**config.mk**
```make
export PLATFORM = sky130hd
export DESIGN_NAME = pll_recal_seq
export DESIGN_NICKNAME = d
export VERILOG_FILES = /design/src/rtl/pll_recal_pkg.sv /design/src/rtl/recal_bus_port.sv /design/src/rtl/recal_seq_ctrl.sv /design/src/rtl/pll_recal_seq.sv
export SDC_FILE = /design/constraint.sdc
export NUM_CORES = 1
export LEC_CHECK = 0
export ABC_AREA = 1
export BUFFER_PORTS_ARGS = -buffer_cell sky130_fd_sc_hd__buf_4
export CORE_ASPECT_RATIO = 0.9
export CORE_MARGIN = 2
export CORE_UTILIZATION = 56
export DETAILED_ROUTE_END_ITERATION = 8
export HOLD_SLACK_MARGIN = 0.12
export PLACE_DENSITY = 0.82
export SLEW_MARGIN = 15
export SYNTH_ARGS = -nofsm -noshare
export SYNTH_HDL_FRONTEND = slang
export SYNTH_SLANG_ARGS = --single-unit
```
**constraint.sdc**
```tcl
create_clock -name clk -period 2.4 [get_ports clk]
set_input_delay 0.24 -clock clk [delete_from_list [all_inputs] [get_ports clk]]
set_output_delay 0.24 -clock clk [all_outputs]
set_load 0.01 [all_outputs]
```
**src/rtl/pll_recal_pkg.sv**
```systemverilog
package pll_recal_pkg;

   typedef enum logic [4:0] {
      S_IDLE,
      S_OWN1_RD,
      S_OWN1_WR,
      S_GRANT1,
      S_TRIG_RD,
      S_TRIG_WR,
      S_REL1_RD,
      S_REL1_WR,
      S_SETTLE,
      S_CAL,
      S_OWN2_RD,
      S_OWN2_WR,
      S_GRANT2,
      S_STAT_RD,
      S_REL2_RD,
      S_REL2_WR,
      S_FIN
   } seq_state_e;

   localparam logic [1:0] CODE_USER   = 2'd2;
   localparam logic [1:0] CODE_ENGINE = 2'd3;

endpackage

```
**src/rtl/recal_bus_port.sv**
```systemverilog
module recal_bus_port #(
   parameter int ADDR_W = 10,
   parameter int DATA_W = 32
) (
   input  logic              clk,
   input  logic              rst_n,
   input  logic              cmd_go_i,
   input  logic              cmd_wr_i,
   input  logic [ADDR_W-1:0] cmd_addr_i,
   input  logic [DATA_W-1:0] cmd_wdata_i,
   input  logic              bus_wait_i,
   input  logic [DATA_W-1:0] bus_rdata_i,
   output logic [ADDR_W-1:0] bus_addr_o,
   output logic              bus_wr_o,
   output logic              bus_rd_o,
   output logic [DATA_W-1:0] bus_wdata_o,
   output logic              xfer_done_o,
   output logic [DATA_W-1:0] xfer_rdata_o,
   output logic              active_o
);

   logic active;
   assign active   = bus_rd_o | bus_wr_o;
   assign active_o = active;

   always_ff @(posedge clk) begin
      if (!rst_n) begin
         bus_addr_o   <= '0;
         bus_wr_o     <= 1'b0;
         bus_rd_o     <= 1'b0;
         bus_wdata_o  <= '0;
         xfer_done_o  <= 1'b0;
         xfer_rdata_o <= '0;
      end else begin
         xfer_done_o <= 1'b0;
         if (active) begin
            if (!bus_wait_i) begin
               bus_rd_o    <= 1'b0;
               bus_wr_o    <= 1'b0;
               xfer_done_o <= 1'b1;
               if (bus_rd_o) begin
                  xfer_rdata_o <= bus_rdata_i;
               end
            end
         end else if (cmd_go_i) begin
            bus_addr_o  <= cmd_addr_i;
            bus_wdata_o <= cmd_wdata_i;
            bus_wr_o    <= cmd_wr_i;
            bus_rd_o    <= ~cmd_wr_i;
         end
      end
   end

   assert_hold_stable_R9: assert property (@(posedge clk) disable iff (!rst_n)
      (active && bus_wait_i) |=> ($stable(bus_rd_o) && $stable(bus_wr_o) &&
                                  $stable(bus_addr_o) && $stable(bus_wdata_o)));

   assert_rd_wr_excl_R9: assert property (@(posedge clk) disable iff (!rst_n)
      !(bus_rd_o && bus_wr_o));

   assert_done_needs_grant_R9: assert property (@(posedge clk) disable iff (!rst_n)
      xfer_done_o |-> ($past(active) && !$past(bus_wait_i)));

endmodule

```
**src/rtl/recal_seq_ctrl.sv**
```systemverilog
module recal_seq_ctrl
   import pll_recal_pkg::*;
#(
   parameter int ADDR_W     = 10,
   parameter int DATA_W     = 32,
   parameter int OWN_ADDR   = 'h000,
   parameter int TRIG_ADDR  = 'h100,
   parameter int STAT_ADDR  = 'h101,
   parameter int OWN_LSB    = 0,
   parameter int TRIG_BIT   = 1,
   parameter int SETTLE_CYC = 2
) (
   input  logic              clk,
   input  logic              rst_n,
   input  logic              start_i,
   input  logic              chk_i,
   input  logic              bus_wait_i,
   input  logic              cal_busy_i,
   input  logic              port_active_i,
   input  logic              xfer_done_i,
   input  logic [DATA_W-1:0] xfer_rdata_i,
   output logic              cmd_go_o,
   output logic              cmd_wr_o,
   output logic [ADDR_W-1:0] cmd_addr_o,
   output logic [DATA_W-1:0] cmd_wdata_o,
   output logic              busy_o,
   output logic              done_o,
   output logic [DATA_W-1:0] status_o
);

   localparam int SW = (SETTLE_CYC > 1) ? $clog2(SETTLE_CYC) : 1;
   localparam logic [ADDR_W-1:0] A_OWN  = ADDR_W'(OWN_ADDR);
   localparam logic [ADDR_W-1:0] A_TRIG = ADDR_W'(TRIG_ADDR);
   localparam logic [ADDR_W-1:0] A_STAT = ADDR_W'(STAT_ADDR);

   seq_state_e state;
   logic       pend;
   logic       chk_q;
   logic       settle_last;
   logic       bus_state;

   function automatic logic [DATA_W-1:0] put_code(input logic [DATA_W-1:0] v,
                                                  input logic [1:0] code);
      logic [DATA_W-1:0] r;
      r = v;
      r[OWN_LSB +: 2] = code;
      return r;
   endfunction

   generate
      if (SETTLE_CYC == 1) begin : g_settle_one
         assign settle_last = 1'b1;
      end else begin : g_settle_cnt
         logic [SW-1:0] cnt;
         always_ff @(posedge clk) begin
            if (!rst_n || state != S_SETTLE) begin
               cnt <= '0;
            end else begin
               cnt <= cnt + 1'b1;
            end
         end
         assign settle_last = (cnt == SW'(SETTLE_CYC - 1));
      end
   endgenerate

   always_comb begin
      bus_state   = 1'b1;
      cmd_wr_o    = 1'b0;
      cmd_addr_o  = A_OWN;
      cmd_wdata_o = '0;
      unique case (state)
         S_OWN1_RD, S_OWN2_RD, S_REL1_RD, S_REL2_RD: begin
            cmd_addr_o = A_OWN;
         end
         S_OWN1_WR, S_OWN2_WR: begin
            cmd_wr_o    = 1'b1;
            cmd_wdata_o = put_code(xfer_rdata_i, CODE_USER);
         end
         S_REL1_WR, S_REL2_WR: begin
            cmd_wr_o    = 1'b1;
            cmd_wdata_o = put_code(xfer_rdata_i, CODE_ENGINE);
         end
         S_TRIG_RD: begin
            cmd_addr_o = A_TRIG;
         end
         S_TRIG_WR: begin
            cmd_wr_o    = 1'b1;
            cmd_addr_o  = A_TRIG;
            cmd_wdata_o = xfer_rdata_i | (DATA_W'(1) << TRIG_BIT);
         end
         S_STAT_RD: begin
            cmd_addr_o = A_STAT;
         end
         default: begin
            bus_state = 1'b0;
         end
      endcase
      cmd_go_o = bus_state && !pend;
   end

   always_ff @(posedge clk) begin
      if (!rst_n) begin
         state    <= S_IDLE;
         pend     <= 1'b0;
         chk_q    <= 1'b0;
         status_o <= '0;
      end else begin
         if (bus_state) begin
            if (!pend) begin
               pend <= 1'b1;
            end else if (xfer_done_i) begin
               pend <= 1'b0;
               unique case (state)
                  S_OWN1_RD: state <= S_OWN1_WR;
                  S_OWN1_WR: state <= S_GRANT1;
                  S_TRIG_RD: state <= S_TRIG_WR;
                  S_TRIG_WR: state <= S_REL1_RD;
                  S_REL1_RD: state <= S_REL1_WR;
                  S_REL1_WR: state <= S_SETTLE;
                  S_OWN2_RD: state <= S_OWN2_WR;
                  S_OWN2_WR: state <= S_GRANT2;
                  S_STAT_RD: begin
                     status_o <= xfer_rdata_i;
                     state    <= S_REL2_RD;
                  end
                  S_REL2_RD: state <= S_REL2_WR;
                  default:   state <= S_FIN;
               endcase
            end
         end else begin
            unique case (state)
               S_IDLE: begin
                  if (start_i) begin
                     chk_q <= chk_i;
                     state <= S_OWN1_RD;
                  end
               end
               S_GRANT1: if (!bus_wait_i) state <= S_TRIG_RD;
               S_GRANT2: if (!bus_wait_i) state <= S_STAT_RD;
               S_SETTLE: if (settle_last) state <= S_CAL;
               S_CAL: begin
                  if (!cal_busy_i) begin
                     state <= chk_q ? S_OWN2_RD : S_FIN;
                  end
               end
               default: state <= S_IDLE;
            endcase
         end
      end
   end

   assign busy_o = (state != S_IDLE);
   assign done_o = (state == S_FIN);

   assert_done_single_R10: assert property (@(posedge clk) disable iff (!rst_n)
      done_o |=> !done_o);

   assert_done_then_idle_R10: assert property (@(posedge clk) disable iff (!rst_n)
      done_o |=> !busy_o);

   assert_quiet_during_cal_R6: assert property (@(posedge clk) disable iff (!rst_n)
      (state == S_SETTLE || state == S_CAL) |-> !port_active_i);

   assert_start_ignored_R11: assert property (@(posedge clk) disable iff (!rst_n)
      (busy_o && !done_o && start_i) |=> busy_o);

   assert_grant_gate_R3: assert property (@(posedge clk) disable iff (!rst_n)
      ((state == S_GRANT1 || state == S_GRANT2) && bus_wait_i) |=> !port_active_i);

endmodule

```
**src/rtl/pll_recal_seq.sv**
```systemverilog
module pll_recal_seq #(
   parameter int ADDR_W     = 10,
   parameter int DATA_W     = 32,
   parameter int OWN_ADDR   = 'h000,
   parameter int TRIG_ADDR  = 'h100,
   parameter int STAT_ADDR  = 'h101,
   parameter int OWN_LSB    = 0,
   parameter int TRIG_BIT   = 1,
   parameter int SETTLE_CYC = 2
) (
   input  logic              clk,
   input  logic              rst_n,
   input  logic              start_i,
   input  logic              chk_i,
   output logic [ADDR_W-1:0] bus_addr_o,
   output logic              bus_wr_o,
   output logic              bus_rd_o,
   output logic [DATA_W-1:0] bus_wdata_o,
   input  logic [DATA_W-1:0] bus_rdata_i,
   input  logic              bus_wait_i,
   input  logic              cal_busy_i,
   output logic              busy_o,
   output logic              done_o,
   output logic [DATA_W-1:0] status_o
);

   initial begin
      assert (OWN_LSB >= 0 && OWN_LSB + 2 <= DATA_W)
         else $error("ownership field outside data word");
      assert (TRIG_BIT >= 0 && TRIG_BIT < DATA_W)
         else $error("trigger bit outside data word");
      assert (SETTLE_CYC >= 1) else $error("settle delay must be at least one cycle");
      assert (STAT_ADDR < (1 << ADDR_W) && TRIG_ADDR < (1 << ADDR_W) && OWN_ADDR < (1 << ADDR_W))
         else $error("register offset does not fit the address width");
   end

   logic              cmd_go;
   logic              cmd_wr;
   logic [ADDR_W-1:0] cmd_addr;
   logic [DATA_W-1:0] cmd_wdata;
   logic              xfer_done;
   logic [DATA_W-1:0] xfer_rdata;
   logic              port_active;

   recal_bus_port #(
      .ADDR_W (ADDR_W),
      .DATA_W (DATA_W)
   ) u_port (
      .clk          (clk),
      .rst_n        (rst_n),
      .cmd_go_i     (cmd_go),
      .cmd_wr_i     (cmd_wr),
      .cmd_addr_i   (cmd_addr),
      .cmd_wdata_i  (cmd_wdata),
      .bus_wait_i   (bus_wait_i),
      .bus_rdata_i  (bus_rdata_i),
      .bus_addr_o   (bus_addr_o),
      .bus_wr_o     (bus_wr_o),
      .bus_rd_o     (bus_rd_o),
      .bus_wdata_o  (bus_wdata_o),
      .xfer_done_o  (xfer_done),
      .xfer_rdata_o (xfer_rdata),
      .active_o     (port_active)
   );

   recal_seq_ctrl #(
      .ADDR_W     (ADDR_W),
      .DATA_W     (DATA_W),
      .OWN_ADDR   (OWN_ADDR),
      .TRIG_ADDR  (TRIG_ADDR),
      .STAT_ADDR  (STAT_ADDR),
      .OWN_LSB    (OWN_LSB),
      .TRIG_BIT   (TRIG_BIT),
      .SETTLE_CYC (SETTLE_CYC)
   ) u_ctrl (
      .clk           (clk),
      .rst_n         (rst_n),
      .start_i       (start_i),
      .chk_i         (chk_i),
      .bus_wait_i    (bus_wait_i),
      .cal_busy_i    (cal_busy_i),
      .port_active_i (port_active),
      .xfer_done_i   (xfer_done),
      .xfer_rdata_i  (xfer_rdata),
      .cmd_go_o      (cmd_go),
      .cmd_wr_o      (cmd_wr),
      .cmd_addr_o    (cmd_addr),
      .cmd_wdata_o   (cmd_wdata),
      .busy_o        (busy_o),
      .done_o        (done_o),
      .status_o      (status_o)
   );

   assert_no_idle_strobe_R1: assert property (@(posedge clk) disable iff (!rst_n)
      !busy_o |-> !(bus_rd_o || bus_wr_o));

endmodule

```
# Yosys cells after proc, flatten, opt, wreduce, memory -nomap -nowiden
# Cells that the tools add are included.
# W data, S select, Z words.
# totals
register_bits	117
input_bits	38
out_inout_bits	78
wordCells	84
# op_classes
addsub	1
n_eq_ne	25
muxes	23
bitwise	5
n_reduce_logical	19
# ops
operator	count
$pmux W32 S3	1
$pmux W5 S10	1
$mux W5	9
$eq A5 B4 Y1 const B	8
$pmux W5 S5	1
$eq A5 B3 Y1 const B	4
$pmux W9 S2	1
$ne A3 B2 Y1 const B	4
$reduce_or A11 Y1	1
$eq A5 B2 Y1 const B	2
$mux W1	10
$reduce_and A7 Y1	1
$reduce_and A2 Y1	3
$reduce_and A3 Y1	2
$reduce_or A2 Y1	3
$eq A5 B1 Y1 const B	1
$eq A5 B5 Y1 const B	1
$logic_not A5 Y1	1
$ne A5 B4 Y1 const B	1
$reduce_bool A5 Y1	1
$reduce_or A5 Y1	1
$ne A2 B2 Y1 const B	2
$not A1 Y1	4
$reduce_and A4 Y1	1
8 further kinds	9

# Logic depth before layout (Yosys ltp)
# logic_depth
depth_word	6
ltp_mapped	13
depth_no_buf	12

# By module
# A second synthesis with hierarchy kept.
# hier_totals
cells_unflattened	758
area_unflattened_um2	5218.8
# by_module_without_submodules
module	n_inst	cells_per_inst	area_per_inst_um2	seq_area_each_um2
recal_bus_port	1	430	3062.9	1541.5
recal_seq_ctrl	1	328	2155.8	800.8

# Worst setup path before layout
# No wires, ideal clock.
# synth_path
kind	register to register
from	reg u_ctrl.state[2]
to	reg u_port.bus_wdata_o[10]
t_arrival_ns	1.492
setup_slack_ns	0.836
stages_incl_launch_ff	14
n_path_buf	2
period_less_slack_ns	1.564
cell_sequence	dfxtp_1 -> buf_4 -> clkinv_1 -> nand2_1 -> nor2_1 -> o21ai_1 -> nand2_1 -> inv_2 -> nand2_8 -> nand2_4 -> nor2_8 -> buf_8 -> nand2_2 -> a21oi_2
# synth_between
elab_chain_cells	5
elab_cells_between_ends	18
cone_classes	11 x eq/ne; 2 x mux; 5 x reduce/logical
# synth_lines
item	line	text
from (decl)	recal_seq_ctrl.sv:36	seq_state_e state;
from (signal assigned)	recal_seq_ctrl.sv:143	state <= chk_q ? S_OWN2_RD : S_FIN;
$eq A5 B4 Y1 (tied with other cells)	recal_seq_ctrl.sv:71	unique case (state)
$reduce_or A11 Y1 (no source line)	n/a	
$mux W1	recal_seq_ctrl.sv:71	
$logic_and A1 B1 Y1	recal_seq_ctrl.sv:98	cmd_go_o = bus_state && !pend;
$reduce_and A2 Y1 (no source line)	n/a	
to (signal assigned)	recal_bus_port.sv:47	bus_wdata_o <= cmd_wdata_i;
to (decl)	recal_bus_port.sv:16	output logic [DATA_W-1:0] bus_wdata_o,
# Parallel ways exist; a longest one is shown, timed or not.
# A chain may end at the register's enable or synchronous reset.

# Final worst setup path
# layout_path
from	reg u_ctrl.state[2]
to	reg u_ctrl.status_o[1]
# layout_between
elab_chain_cells	4
elab_cells_between_ends	14
cone_classes	11 x eq/ne; 1 x mux; 2 x reduce/logical
# layout_lines
item	line	text
$eq A5 B4 Y1 (tied with other cells)	recal_seq_ctrl.sv:71	
$reduce_or A11 Y1 (no source line)	n/a	
$mux W1	recal_seq_ctrl.sv:71	
$reduce_and A4 Y1 (no source line) (*)	n/a	
to (signal assigned)	recal_seq_ctrl.sv:123	status_o <= xfer_rdata_i;
to (decl)	recal_seq_ctrl.sv:28	output logic [DATA_W-1:0] status_o
# Mark *: on every way between the ends. The rest lies on a longest branch, timed or not.

==> out/metrics.yaml <==
global_route:
  grt_first_pass_wirelength_um: 18200
  gr-total-overflow: 0
  grtUsageTotal: 0.262
  grt_max_degree: 71
  grt_pass1_vias: 3855
  antenna_found_initial: 0
min_path:
  whs_path_depth: 3
  min_path_type: "input port to flop"
placed_design:
  dp_slack_ns: 0.184
  place_congestion: 0.919
  dp_hpwl_um: 7030
  portBuffers: 107
  place_area_mm2: 0.00523
final_layout:
  multi_input_area_mm2: 0.00189
  diodes: 0
  postLayoutCellArea_mm2: 0.00576
  layout-area-overhead-vs-synth_pct: 29.7
  seqCellArea_mm2: 0.00218
  nets: 719
  drive_above_1_share: 0.305
  fillCellCount: 570
drt:
  drtIter0Drc: 188
  dr_total_vias: 4092
  firstDrtPassIters: 4
  drc_errors: 0
  wl_per_cell_um: 14.7
  wirelength_um: 11500
  viasPerCell: 5.23
  ant_nets: 0
sta:
  tightest_slew_ns: 1.11
  fin_tns_setup_ns: 0
  final_max_slew_viol_count: 0
  rsz0062_at_grt: "false"
  max_freq_mhz: 454
  finalSetupViolCount: 0
  whs_ns: 0.148
  post-route-min-period_ns: 2.20
  final_hold_viol_count: 0
  worst_slack_ns: 0.199
  relSlewSlack: 0.259
  fin_crit_sh: 0.917
  skew_ns: 0.0170
yosys:
  synth_simple_gate_area_frac: 0.222
  synthMuxAreaShare: 0
  synthXorXnorAreaFrac: 0
  avgSynthCellArea_um2: 8.00
  synth_area_leaders: "dfxtp_1 49%, nor2_1 7.0%, a21oi_2 6.1%, nand2_1 5.2%, a21oi_1 5.2%"
  ys_warn_count: 0
  yosysTopAreaCell: "dfxtp_1"
  seq_area_frac_synth: 0.491
  synth_top_area_frac: 0.491
  synth-compound-area-share: 0.192
  ys_ff_latch: 109
  synthAdderAreaFrac: 0
  synth_top_family_by_area: "simple AND/OR/NAND/NOR gates"
  ys_types: 32
  synth_area_mm2: 0.00444
  synth_cells: 555
clocking:
  cts_tree: "yes"
  cts_sinks: 109
  cts_root_buf: "clkbuf_8"
  cts-buffers-inserted: 9
  cts_buffer_depth: 2
  clock_latency_ns: 0.38
  htree_levels: 3
  cts.clk_slew.worst_paths_ns: 0.10
worst_setup_path:
  end_kind: "flop"
  reg2reg_from: "u_ctrl.state[2]"
  r2r_setup_slack_ns: 0.20
  r2r_cells: 7
  critPathKind: "flop to flop"
  crit_path_end: "u_ctrl.status_o[1]"
  startpoint_type: "flop"
  cp_data_required_time_ns: 2.65
  cp.arrival_ns: 2.45
  crit_fanout: 32
  startpoint: "u_ctrl.state[2]"
  r2r_end: "u_ctrl.status_o[1]"
job:
  cap_violations: 0
die:
  coreArea_mm2: 0.00762
  die_h_um: 88.5
  die_w_um: 97.9
  die_area_mm2: 0.00866
  start_util: 0.583
  io_pins: 116
  rows: 30
power_and_ir_drop:
  p_per_area_mw_per_mm2: 814
  leakage_nw: 2.43
  peakVddDrop_mv: 0.453
run_status:
  status: "completed"
layout make-up:
type | count | area share
inverter | 52 | 0.0339
clock buffer | 9 | 0.0215
timing repair buffer | 145 | 0.205
multi-input combinational | 364 | 0.328
tap | 96 | 0.0209
sequential | 109 | 0.379
clock inverter | 7 | 0.0117
kinds of logic (layout without fill, tap and decap cells):
logic type / count (synthesis) / in the layout
compound gates: 147 / 147
flops: 109 / 109
other cells: 1 / 8
simple gates: 208 / 209
buf+inv: 90 / 213
metrics by stage:
| step | instances | utilization | power, mW |
|---|---|---|---|
| 6_report | 782 | 0.756 | 4.69 |
| 5_1_grt | 782 | 0.756 | 4.98 |
| 4_1_cts | 781 | 0.754 | 4.67 |
| 3_5_place_dp | 733 | 0.687 | 3.57 |
| 3_3_place_gp | 733 | 0.687 | 3.54 |
| 2_1_floorplan | 562 | - | 3.21 |
report_power, final:
group          internal [mW]  switching, mW  leakage [nW]
sequential              2.00          0.202         0.882
clock                  0.403          0.667        0.0924
combinational          0.480          0.936          1.45
total                   2.89           1.81          2.43
routing by layer:
| layer | track usage | up-vias | part of all wire |
|---|---|---|---|
| met2 | 0.460 | 125 | 0.50 |
| met3 | 0.0798 | 18 | 0.060 |
| met4 | 0.0694 | 0 | 0.014 |
| met1 | 0.318 | 1930 | 0.42 |
| met5 | 0 | - | 0 |
| li1 | - | 2019 | - |
how the worst min path moves through the flow:
stage / slack (ns) / endpoint / start
6_report: 0.15 / u_ctrl.chk_q / chk_i
5_1_grt: 0.17 / u_ctrl.chk_q / chk_i
4_1_cts: 0.14 / u_ctrl.chk_q / chk_i
3_5_place_dp: 0.44 / u_ctrl.status_o[6] / u_ctrl.status_o[6]
3_3_place_gp: 0.43 / u_ctrl.status_o[19] / u_ctrl.status_o[19]
2_1_floorplan: 0.32 / u_port.xfer_done_o / bus_wait_i
placed cells by master, fill, tap and decap left out:
master / count
nor3_4: 1
nand2_2: 31
clkinv_2: 1
nor2_8: 1
nor3b_2: 1
clkinv_8: 1
o21ai_0: 35
nand4_1: 3
dlygate4sd3_1: 32
clkbuf_8: 9
conb_1: 8
o22ai_1: 1
inv_1: 46
nand2_8: 1
buf_12: 1
nor3_1: 4
inv_2: 5
clkinvlp_4: 2
clkinv_1: 1
buf_4: 112
a21oi_1: 46
nand3_4: 2
a31oi_1: 1
nor2_4: 1
dfxtp_1: 109
nand3_2: 1
a21oi_2: 31
nand3_1: 13
nor4_1: 1
inv_6: 1
inv_8: 2
nand2_1: 62
nor2_2: 4
o21ai_1: 33
nand2_4: 1
nor2_1: 82
worst max-delay path: stages (launching register included):
cell and delay (ns):
dfxtp_1 0.48, nand2_1 0.10, nor2_2 0.17, nand2_2 0.11, nor2_1 0.41, nand3_4 0.43
o21ai_1 0.32, a21oi_1 0.06
flip-flops by register name, summed over array words and instances, names as in the netlist:
signal and count:
u_port.bus_rd_o 1, u_ctrl.g_settle_cnt.cnt 1, u_ctrl.state 5, u_port.bus_wdata_o 32, u_ctrl.pend 1, u_port.bus_wr_o 1
u_ctrl.chk_q 1, u_port.xfer_done_o 1, u_port.bus_addr_o 2, u_port.xfer_rdata_o 32, u_ctrl.status_o 32
repair_timing:
item                                    4_1_cts  5_1_grt
endpoints found under the setup margin        0       32
hold endpoints to repair                     32        0
hold buffers                                 32        0
gates resized for setup                       0        1
setup buffers                                 0        0
cells in the mapped netlist:
| library cell | count |
|---|---|
| buf_4 | 9 |
| nor2_2 | 3 |
| nand4_1 | 3 |
| o21ai_0 | 35 |
| conb_1 | 1 |
| nand3_2 | 1 |
| nand2_4 | 1 |
| clkinv_1 | 1 |
| nand2_1 | 62 |
| inv_2 | 4 |
| buf_8 | 3 |
| nor3b_2 | 1 |
| nor2_8 | 1 |
| nor4_1 | 1 |
| nand3_1 | 13 |
| a21oi_1 | 46 |
| o22ai_1 | 1 |
| buf_2 | 7 |
| buf_1 | 1 |
| o21ai_1 | 33 |
| a21oi_2 | 31 |
| nand2_2 | 31 |
| nor3_1 | 4 |
| inv_1 | 47 |
| clkbuf_1 | 18 |
| a31oi_1 | 1 |
| nor2_4 | 1 |
| nand3_4 | 1 |
| nand2_8 | 1 |
| dfxtp_1 | 109 |
| nor3_4 | 1 |
| nor2_1 | 83 |
Note: power is estimated with default switching activity, not from simulation.
